==> config.mk <==
export PLATFORM = sky130hd
export DESIGN_NAME = elemseq
export DESIGN_NICKNAME = d
export VERILOG_FILES = /design/src/rtl/elemseq_pkg.sv /design/src/rtl/elemseq_launch.sv /design/src/rtl/elemseq_walker.sv /design/src/rtl/elemseq.sv
export SDC_FILE = /design/constraint.sdc
export NUM_CORES = 1
export LEC_CHECK = 0
export BUFFER_PORTS_ARGS = -buffer_cell sky130_fd_sc_hd__buf_2
export CAP_MARGIN = 40
export CORE_UTILIZATION = 58
export CTS_CLUSTER_SIZE = 30
export DETAILED_ROUTE_END_ITERATION = 10
export PLACE_DENSITY = 0.81
export SYNTH_ARGS = -nofsm -noshare
export SYNTH_HDL_FRONTEND = slang
export SYNTH_SLANG_ARGS = --single-unit
==> constraint.sdc <==
create_clock -name clk -period 4.1 [get_ports clk]
set_input_delay 0.82 -clock clk [delete_from_list [all_inputs] [get_ports clk]]
set_output_delay 0.82 -clock clk [all_outputs]
set_load 0.05 [all_outputs]
==> src/rtl/elemseq_pkg.sv <==
package elemseq_pkg;
  localparam int SUB_CODE_W = 2;
  localparam int LEN_W      = 3;
  localparam int LANES      = 2;

  typedef enum logic {
    NEST_INNER = 1'b0,
    NEST_OUTER = 1'b1
  } nest_e;

  // length code to subvector length (1..4)
  function automatic logic [LEN_W-1:0] len_of(input logic [SUB_CODE_W-1:0] code);
    return {1'b0, code} + LEN_W'(1);
  endfunction
endpackage

==> src/rtl/elemseq_launch.sv <==
module elemseq_launch
  import elemseq_pkg::*;
#(
  parameter int VL_W = 8
) (
  input  logic                  start,
  input  logic                  busy_any,
  input  logic [SUB_CODE_W-1:0] src_code,
  input  logic [SUB_CODE_W-1:0] dst_code,
  input  logic                  nest_outer,
  output logic                  accept,
  output logic [LEN_W-1:0]      src_len,
  output logic [LEN_W-1:0]      dst_len,
  output nest_e                 nest
);
  // start is taken only when no lane has steps pending
  assign accept  = start && !busy_any;
  assign src_len = len_of(src_code);
  assign dst_len = len_of(dst_code);
  assign nest    = nest_outer ? NEST_OUTER : NEST_INNER;
endmodule

==> src/rtl/elemseq_walker.sv <==
module elemseq_walker
  import elemseq_pkg::*;
#(
  parameter int VL_W  = 8,
  parameter int IDX_W = VL_W + 2
) (
  input  logic                  clk,
  input  logic                  rst_n,
  input  logic                  load,
  input  logic [VL_W-1:0]       cfg_vl,
  input  logic [LEN_W-1:0]      cfg_len,
  input  nest_e                 cfg_nest,
  input  logic                  ready,
  output logic                  valid,
  output logic                  last,
  output logic [IDX_W-1:0]      pos,
  output logic [VL_W-1:0]       elem,
  output logic [SUB_CODE_W-1:0] sub,
  output logic [IDX_W-1:0]      slot
);
  typedef struct packed {
    logic [VL_W-1:0]       elem;
    logic [SUB_CODE_W-1:0] sub;
    logic [IDX_W-1:0]      pos;
    logic [IDX_W-1:0]      slot;
  } coord_t;

  // next coordinates; only adders and incrementers
  function automatic coord_t advance(input coord_t c, input nest_e n,
                                     input logic elem_end, input logic sub_end,
                                     input logic [LEN_W-1:0] len);
    coord_t r;
    r     = c;
    r.pos = c.pos + IDX_W'(1);
    if (n == NEST_OUTER) begin
      if (elem_end) begin
        r.elem = '0;
        r.sub  = c.sub + SUB_CODE_W'(1);
        r.slot = IDX_W'(c.sub) + IDX_W'(1);
      end else begin
        r.elem = c.elem + VL_W'(1);
        r.slot = c.slot + IDX_W'(len);
      end
    end else begin
      if (sub_end) begin
        r.sub  = '0;
        r.elem = c.elem + VL_W'(1);
      end else begin
        r.sub  = c.sub + SUB_CODE_W'(1);
      end
      r.slot = c.slot + IDX_W'(1);
    end
    return r;
  endfunction

  logic             busy_q;
  logic [VL_W-1:0]  vl_q;
  logic [LEN_W-1:0] len_q;
  nest_e            nest_q;
  coord_t           cur_q;
  coord_t           nxt;

  // named events
  logic fire;
  logic elem_end;
  logic sub_end;
  logic at_last;

  assign fire     = busy_q && ready;
  assign elem_end = cur_q.elem == (vl_q - VL_W'(1));
  assign sub_end  = ({1'b0, cur_q.sub} + LEN_W'(1)) == len_q;
  assign at_last  = elem_end && sub_end;
  assign nxt      = advance(cur_q, nest_q, elem_end, sub_end, len_q);

  always_ff @(posedge clk or negedge rst_n) begin
    if (!rst_n) begin
      busy_q <= 1'b0;
      vl_q   <= '0;
      len_q  <= LEN_W'(1);
      nest_q <= NEST_INNER;
      cur_q  <= '0;
    end else if (load) begin
      busy_q <= cfg_vl != '0;
      vl_q   <= cfg_vl;
      len_q  <= cfg_len;
      nest_q <= cfg_nest;
      cur_q  <= '0;
    end else if (fire) begin
      if (at_last) busy_q <= 1'b0;
      else         cur_q  <= nxt;
    end
  end

  assign valid = busy_q;
  assign last  = busy_q && at_last;
  assign pos   = cur_q.pos;
  assign elem  = cur_q.elem;
  assign sub   = cur_q.sub;
  assign slot  = cur_q.slot;
endmodule

==> src/rtl/elemseq.sv <==
module elemseq
  import elemseq_pkg::*;
#(
  parameter  int VL_W  = 8,
  localparam int IDX_W = VL_W + 2
) (
  input  logic                  clk,
  input  logic                  rst_n,
  input  logic                  start,
  input  logic [VL_W-1:0]       vl,
  input  logic [SUB_CODE_W-1:0] src_len_code,
  input  logic [SUB_CODE_W-1:0] dst_len_code,
  input  logic                  nest_outer,
  input  logic                  src_ready,
  output logic                  src_valid,
  output logic                  src_last,
  output logic [IDX_W-1:0]      src_pos,
  output logic [VL_W-1:0]       src_elem,
  output logic [SUB_CODE_W-1:0] src_sub,
  output logic [IDX_W-1:0]      src_slot,
  input  logic                  dst_ready,
  output logic                  dst_valid,
  output logic                  dst_last,
  output logic [IDX_W-1:0]      dst_pos,
  output logic [VL_W-1:0]       dst_elem,
  output logic [SUB_CODE_W-1:0] dst_sub,
  output logic [IDX_W-1:0]      dst_slot
);
  logic                  accept;
  logic                  busy_any;
  nest_e                 nest;
  logic [LEN_W-1:0]      len_a   [LANES];
  logic                  ready_a [LANES];
  logic                  valid_a [LANES];
  logic                  last_a  [LANES];
  logic [IDX_W-1:0]      pos_a   [LANES];
  logic [VL_W-1:0]       elem_a  [LANES];
  logic [SUB_CODE_W-1:0] sub_a   [LANES];
  logic [IDX_W-1:0]      slot_a  [LANES];

  assign busy_any   = valid_a[0] || valid_a[1];
  assign ready_a[0] = src_ready;
  assign ready_a[1] = dst_ready;

  elemseq_launch #(.VL_W(VL_W)) u_launch (
    .start      (start),
    .busy_any   (busy_any),
    .src_code   (src_len_code),
    .dst_code   (dst_len_code),
    .nest_outer (nest_outer),
    .accept     (accept),
    .src_len    (len_a[0]),
    .dst_len    (len_a[1]),
    .nest       (nest)
  );

  for (genvar g = 0; g < LANES; g++) begin : g_lane
    elemseq_walker #(.VL_W(VL_W), .IDX_W(IDX_W)) u_walk (
      .clk      (clk),
      .rst_n    (rst_n),
      .load     (accept),
      .cfg_vl   (vl),
      .cfg_len  (len_a[g]),
      .cfg_nest (nest),
      .ready    (ready_a[g]),
      .valid    (valid_a[g]),
      .last     (last_a[g]),
      .pos      (pos_a[g]),
      .elem     (elem_a[g]),
      .sub      (sub_a[g]),
      .slot     (slot_a[g])
    );
  end

  assign src_valid = valid_a[0];
  assign src_last  = last_a[0];
  assign src_pos   = pos_a[0];
  assign src_elem  = elem_a[0];
  assign src_sub   = sub_a[0];
  assign src_slot  = slot_a[0];
  assign dst_valid = valid_a[1];
  assign dst_last  = last_a[1];
  assign dst_pos   = pos_a[1];
  assign dst_elem  = elem_a[1];
  assign dst_sub   = sub_a[1];
  assign dst_slot  = slot_a[1];
endmodule

Yosys cells after proc, flatten, opt, wreduce, memory -nomap -nowiden
Cells that the tools add are included.
{"block": "classes", "addsub": 17, "eq_ne": 8, "mux": 27, "n_reduce_logical": 24}
{"cell": "30-bit 2-to-1 mux", "n": 6}
{"cell": "10-bit 2-to-1 mux", "n": 6}
{"cell": "10-bit by 1-bit adder with 10-bit output (second input constant)", "n": 4}
{"cell": "8-bit 2-to-1 mux", "n": 4}
{"cell": "10-bit by 3-bit adder with 10-bit output", "n": 2}
{"cell": "2-bit by 1-bit adder with 3-bit output (second input constant)", "n": 6}
{"cell": "8-bit by 1-bit adder with 8-bit output (second input constant)", "n": 2}
{"cell": "8-bit equality test", "n": 2}
{"cell": "3-bit AND reduction", "n": 4}
{"cell": "2-bit 2-to-1 mux", "n": 4}
{"cell": "2-bit AND reduction", "n": 4}
{"cell": "2-bit nonzero test", "n": 4}
{"cell": "8-bit nonzero test", "n": 1}
{"cell": "8-bit by 1-bit subtractor with 8-bit output (second input constant)", "n": 1}
{"cell": "1-bit logical AND", "n": 7}
{"cell": "1-bit 2-to-1 mux", "n": 7}
{"cell": "3-bit equality test", "n": 2}
{"cell": "3-bit != test (second input constant)", "n": 2}
{"cell": "3-bit nonzero test", "n": 2}
{"cell": "2-bit by 1-bit adder with 2-bit output (second input constant)", "n": 2}
{"cell": "2-bit != test (second input constant)", "n": 2}
{"cell": "1-bit zero test", "n": 1}
{"cell": "1-bit logical OR", "n": 1}
{"block": "totals", "register_bits": 77, "input_bits": 18, "elab_cells": 90}

Depth between registers and ports, before layout
{"block": "depth", "ltp_word": 7, "mapped_depth": 12, "mapped_depth_nobuf": 10}

By module
From an unflattened synthesis, not the netlist that was laid out.
{"block": "hier_totals", "hier_cells": 586, "area_unflattened_um2": 5497.8}
{"module": "elemseq_walker (g_lane[0].u_walk)", "n_inst": 1, "cells_per_inst": 293, "area_per_inst_um2": 2765.2, "seq_area_each_um2": 1077.3}
{"module": "elemseq_walker (g_lane[1].u_walk)", "n_inst": 1, "cells_per_inst": 286, "area_per_inst_um2": 2672.6, "seq_area_each_um2": 1077.3}
{"module": "elemseq_launch", "n_inst": 1, "cells_per_inst": 6, "area_per_inst_um2": 53.8, "seq_area_each_um2": 0.0}
{"module": "elemseq", "n_inst": 1, "cells_per_inst": 1, "area_per_inst_um2": 6.3, "seq_area_each_um2": 0.0}

Worst setup path before layout
No wires, ideal clock.
{"block": "synth_timing", "kind": "register to output", "from": "register g_lane[0].u_walk.cur_q, in the netlist g_lane[0].u_walk.elem[5]", "to": "output src_last", "t_arrival_ns": 3.684, "t_required_ns": 3.280, "path_slack_ns": -0.404, "stages_incl_launch_ff": 7, "n_path_buf": 1, "path_cell_list": "dfrtp_1 clkbuf_1 or3b_2 or4_4 nand4_2 nor2_1 nor4b_1"}
{"block": "synth_between", "elab_chain_len": 3}
{"item": "from (decl)", "line_no": "elemseq_walker.sv:60", "text": "coord_t cur_q;"}
{"item": "from (signal assigned)", "line_no": "elemseq_walker.sv:90", "text": "else cur_q <= nxt;"}
{"item": "8-bit equality test", "line_no": "elemseq_walker.sv:70", "text": "assign elem_end = cur_q.elem == (vl_q - VL_W'(1));"}
{"item": "1-bit logical AND", "line_no": "elemseq_walker.sv:72", "text": "assign at_last = elem_end && sub_end;"}
{"item": "1-bit logical AND", "line_no": "elemseq_walker.sv:95", "text": "assign last = busy_q && at_last;"}
{"item": "to (decl)", "line_no": "elemseq.sv:16", "text": "output logic src_last,"}
No other way between the ends.

Worst setup path in the final report
{"block": "layout_timing", "from": "register g_lane[0].u_walk.vl_q[0]", "to": "output src_last"}
{"block": "layout_between", "elab_chain_len": 4}
{"item": "from (decl)", "line_no": "elemseq_walker.sv:57", "text": "logic [VL_W-1:0] vl_q;"}
{"item": "from (signal assigned)", "line_no": "elemseq_walker.sv:84", "text": "vl_q <= cfg_vl;"}
{"item": "8-bit by 1-bit subtractor with 8-bit output"}
{"item": "8-bit equality test", "line_no": "elemseq_walker.sv:70"}
{"item": "1-bit logical AND", "line_no": "elemseq_walker.sv:72"}
{"item": "1-bit logical AND", "line_no": "elemseq_walker.sv:95"}
No other way between the ends.

==> flow_summary.yaml <==
placed_design:
  dp_hpwl_mm: 9.40
  globalplace.congestion: 0.965
  port_buffers: 81
  dp_cells: 756
global_routing:
  antenna_found_initial: 0
  grt_usage_pct: 29.3
  grt_pass1_vias: 4390
  globalRouteOverflowTotal: 0
  grt_max_degree: 52
  grt_pass1_wl_mm: 20.9
cts:
  ctsResizeCount: 0
  insertion_delay_ps: 360
  htreeDepth: 3
  clk_path_buf_depth: 2
  cts_setup_buffers: 0
  clock_sinks: 77
  cts_tree: "yes"
  clkSlewWorstSetupHoldPaths_ps: 80
  cts_hold_buf: 0
  cts-root-buf: "clkbuf_8"
  cts_buffers: 9
yosys:
  synth_compound_area_share_pct: 20.4
  synthMuxAreaShare_pct: 3.80
  avgSynthCellArea_sq_um: 8.73
  synth_enable_flop_cells: 0
  synth_nets: 630
  synth_xor_area_share_pct: 6.89
  async_reset_ff_share_pct: 100
  synth-simple-area-share_pct: 22.1
  synth-seq-cells: 77
  synth_top_family_by_area: "simple AND/OR/NAND/NOR gates"
  synth_cell_types: 67
  synthFlopType: "dfrtp_1"
  syn_area_sq_mm: 0.00517
  synthCells: 593
  synth_seq_area_share_pct: 37.3
  synth_adder_area_share_pct: 4.88
  yosysWarnings: 0
setup_path:
  cp-end-kind: "output pin"
  crit_path_max_fanout: 7
  crit_required_ps: 3280
  cp_data_arrival_time_ps: 3000
  cp-start-kind: "register"
  crit_type: "register to output pin"
sta:
  fmax_mhz: 262
  drv_slew: 0
  finClkSkew_ps: 10.3
  hold_viol: 0
  worstMarginPinSlew_ps: 623
  finalSetupViolations: 0
  fin_crit_sh_pct: 93.2
  rsz0062_at_grt: "false"
  finalCriticalPeriod_ps: 3820
  setup-tns-final_ps: 0
  maxSlewHeadroom_pct: 58.3
  timing.hold.ws_ps: 375
pwr:
  power_switching_mw: 2.62
  pwr-share-comb_pct: 57.3
  p_per_area_mw_per_mm2: 844
  vdd_drop_max_v: 0.000453
  switching_share_pct: 52.7
  internal_power_mw: 2.34
  p_clk_share_pct: 13.5
  seq_power_share_pct: 29.2
  power.leakage_nw: 2.76
  finalPower_mw: 4.96
run_status:
  status: "complete, no violations"
die:
  die_h_microns: 96.5
  initial_core_util_pct: 59.6
  die_x_microns: 96.5
  die_area_sq_mm: 0.00930
  num_rows: 34
  core-area_sq_mm: 0.00868
  pin_count: 82
finish:
  diodes: 0
  fin_cells: 772
  final_cell_mix: "buf_2 (80), dfrtp_1 (75), nand2_1 (71)"
  layout-drive-gt1-share_pct: 18.5
  layout_commonest_cell: "buf_2"
  final_nets: 696
  synthToLayoutAreaGrowth_pct: 13.5
detailed_routing:
  wirelength_mm: 13.2
  avgRoutedWirePerCell_microns: 17.2
  drt-initial-drc-count: 440
  drcViolationCount: 0
  ant_nets: 0
  dr.pass1.iters: 6
  via_count: 4867
  drt-vias-per-instance: 6.30
worst_hold_path:
  hp-class: "input port to asynchronous set/reset pin"
flow_run:
  drv_cap: 0
## cells in the mapped netlist (all sizes together), types with 4 or more instances
cell type	n	area (sq um)
dfrtp	75	1880
nand2	72	278
nor2	50	188
nand3	31	155
o21ai	29	153
xnor2	27	236
a21oi	24	120
inv	23	86.3
clkbuf	21	78.8
nor3	18	90.1
ha	17	213
and3	14	87.6
mux2i	14	140
buf	13	76.3
xor2	11	96.3
a22o	10	87.6
o31ai	10	80.1
a211oi	9	72.6
nor2b	9	56.3
o22ai	9	56.3
a21o	8	60.1
a31oi	8	50.1
and2	7	43.8
nand4	7	50.1
a211o	6	52.6
nor4	6	37.5
o2111ai	6	70.1
mux2	5	56.3
nor3b	5	37.5
o21a	5	37.5
a32o	4	40.0
or4	4	33.8
## critical path, stage by stage (launching register included)
cell and delay (ps):
dfrtp_1 460, inv_1 100, ha_1 230, nor3b_1 460, xnor2_1 140, nor3_1 370, nand3_1 250, nor4b_2 320
buf_2 320
## sequential cells by signal, summed over array words and instances (netlist names)
| name | flops |
|---|---|
| g_lane.u_walk.vl_q | 8 |
| g_lane.u_walk.elem | 16 |
| g_lane.u_walk.len_q | 6 |
| g_lane.u_walk.sub | 4 |
| g_lane.u_walk.valid | 2 |
| g_lane.u_walk.nest_q | 1 |
| g_lane.u_walk.slot | 20 |
| g_lane.u_walk.pos | 20 |
## per-stage QoR
stage	setup WS, ps	util [%]	area [sq um]
finish	278	67.7	5870
global route	67.3	67.7	5870
CTS	247	67.7	5870
detailed placement	688	65.1	5650
global placement	792	64.8	5620
floorplan	288	-	5180
## layout make-up
type / count / area (sq um)
clock inverters: 5 / 83.8
repair buffers: 89 / 488
inverters: 23 / 86.3
well taps: 108 / 135
fillers: 696 / 2800
flip-flops and latches: 77 / 1930
clock buffers: 11 / 141
multi-input cells: 459 / 3010
## logic make-up (layout without fill, tap and decap cells)
kind of cell	after synthesis	in the layout
and+or+nand+nor	234	234
AOI/OAI and AO/OA	148	148
DFF	77	77
buffers and inverters	57	128
xor gates and xnor gates	39	39
adders and majority gates	19	19
muxes	19	19
## power groups by stage
stage / sequential (mW) / clock (mW) / combinational [mW]
final: 1.45 / 0.668 / 2.84
after global routing: 1.49 / 0.707 / 3.08
after CTS: 1.44 / 0.672 / 2.83
after detailed placement: 1.45 / 0 / 2.80
after global placement: 1.44 / 0 / 2.73
after floorplan: 1.92 / 0 / 1.70
## metal layers
| metal | global-route usage, % | wire (microns) |
|---|---|---|
| met5 | 0 | 0 |
| met4 | 9.80 | 221 |
| met3 | 6.18 | 952 |
| met2 | 47.1 | 6240 |
| met1 | 39.4 | 5830 |
## worst paths after layout
kind                       slack [ps]  depth (start not counted)                        end                startpoint
max                               280                          8                   src_last  g_lane[0].u_walk.vl_q[0]
min                               370                          1   g_lane[1].u_walk.elem[5]                     rst_n
max reg2reg                       650                         10   g_lane[1].u_walk.elem[0]  g_lane[0].u_walk.vl_q[0]
min reg2reg                       500                          1    g_lane[0].u_walk.pos[7]   g_lane[0].u_walk.pos[7]
max in group asynchronous        3100                          2  g_lane[1].u_walk.len_q[0]                     rst_n
min in group clk                  500                          1    g_lane[0].u_walk.pos[7]   g_lane[0].u_walk.pos[7]
(Power assumes the default switching activity.)
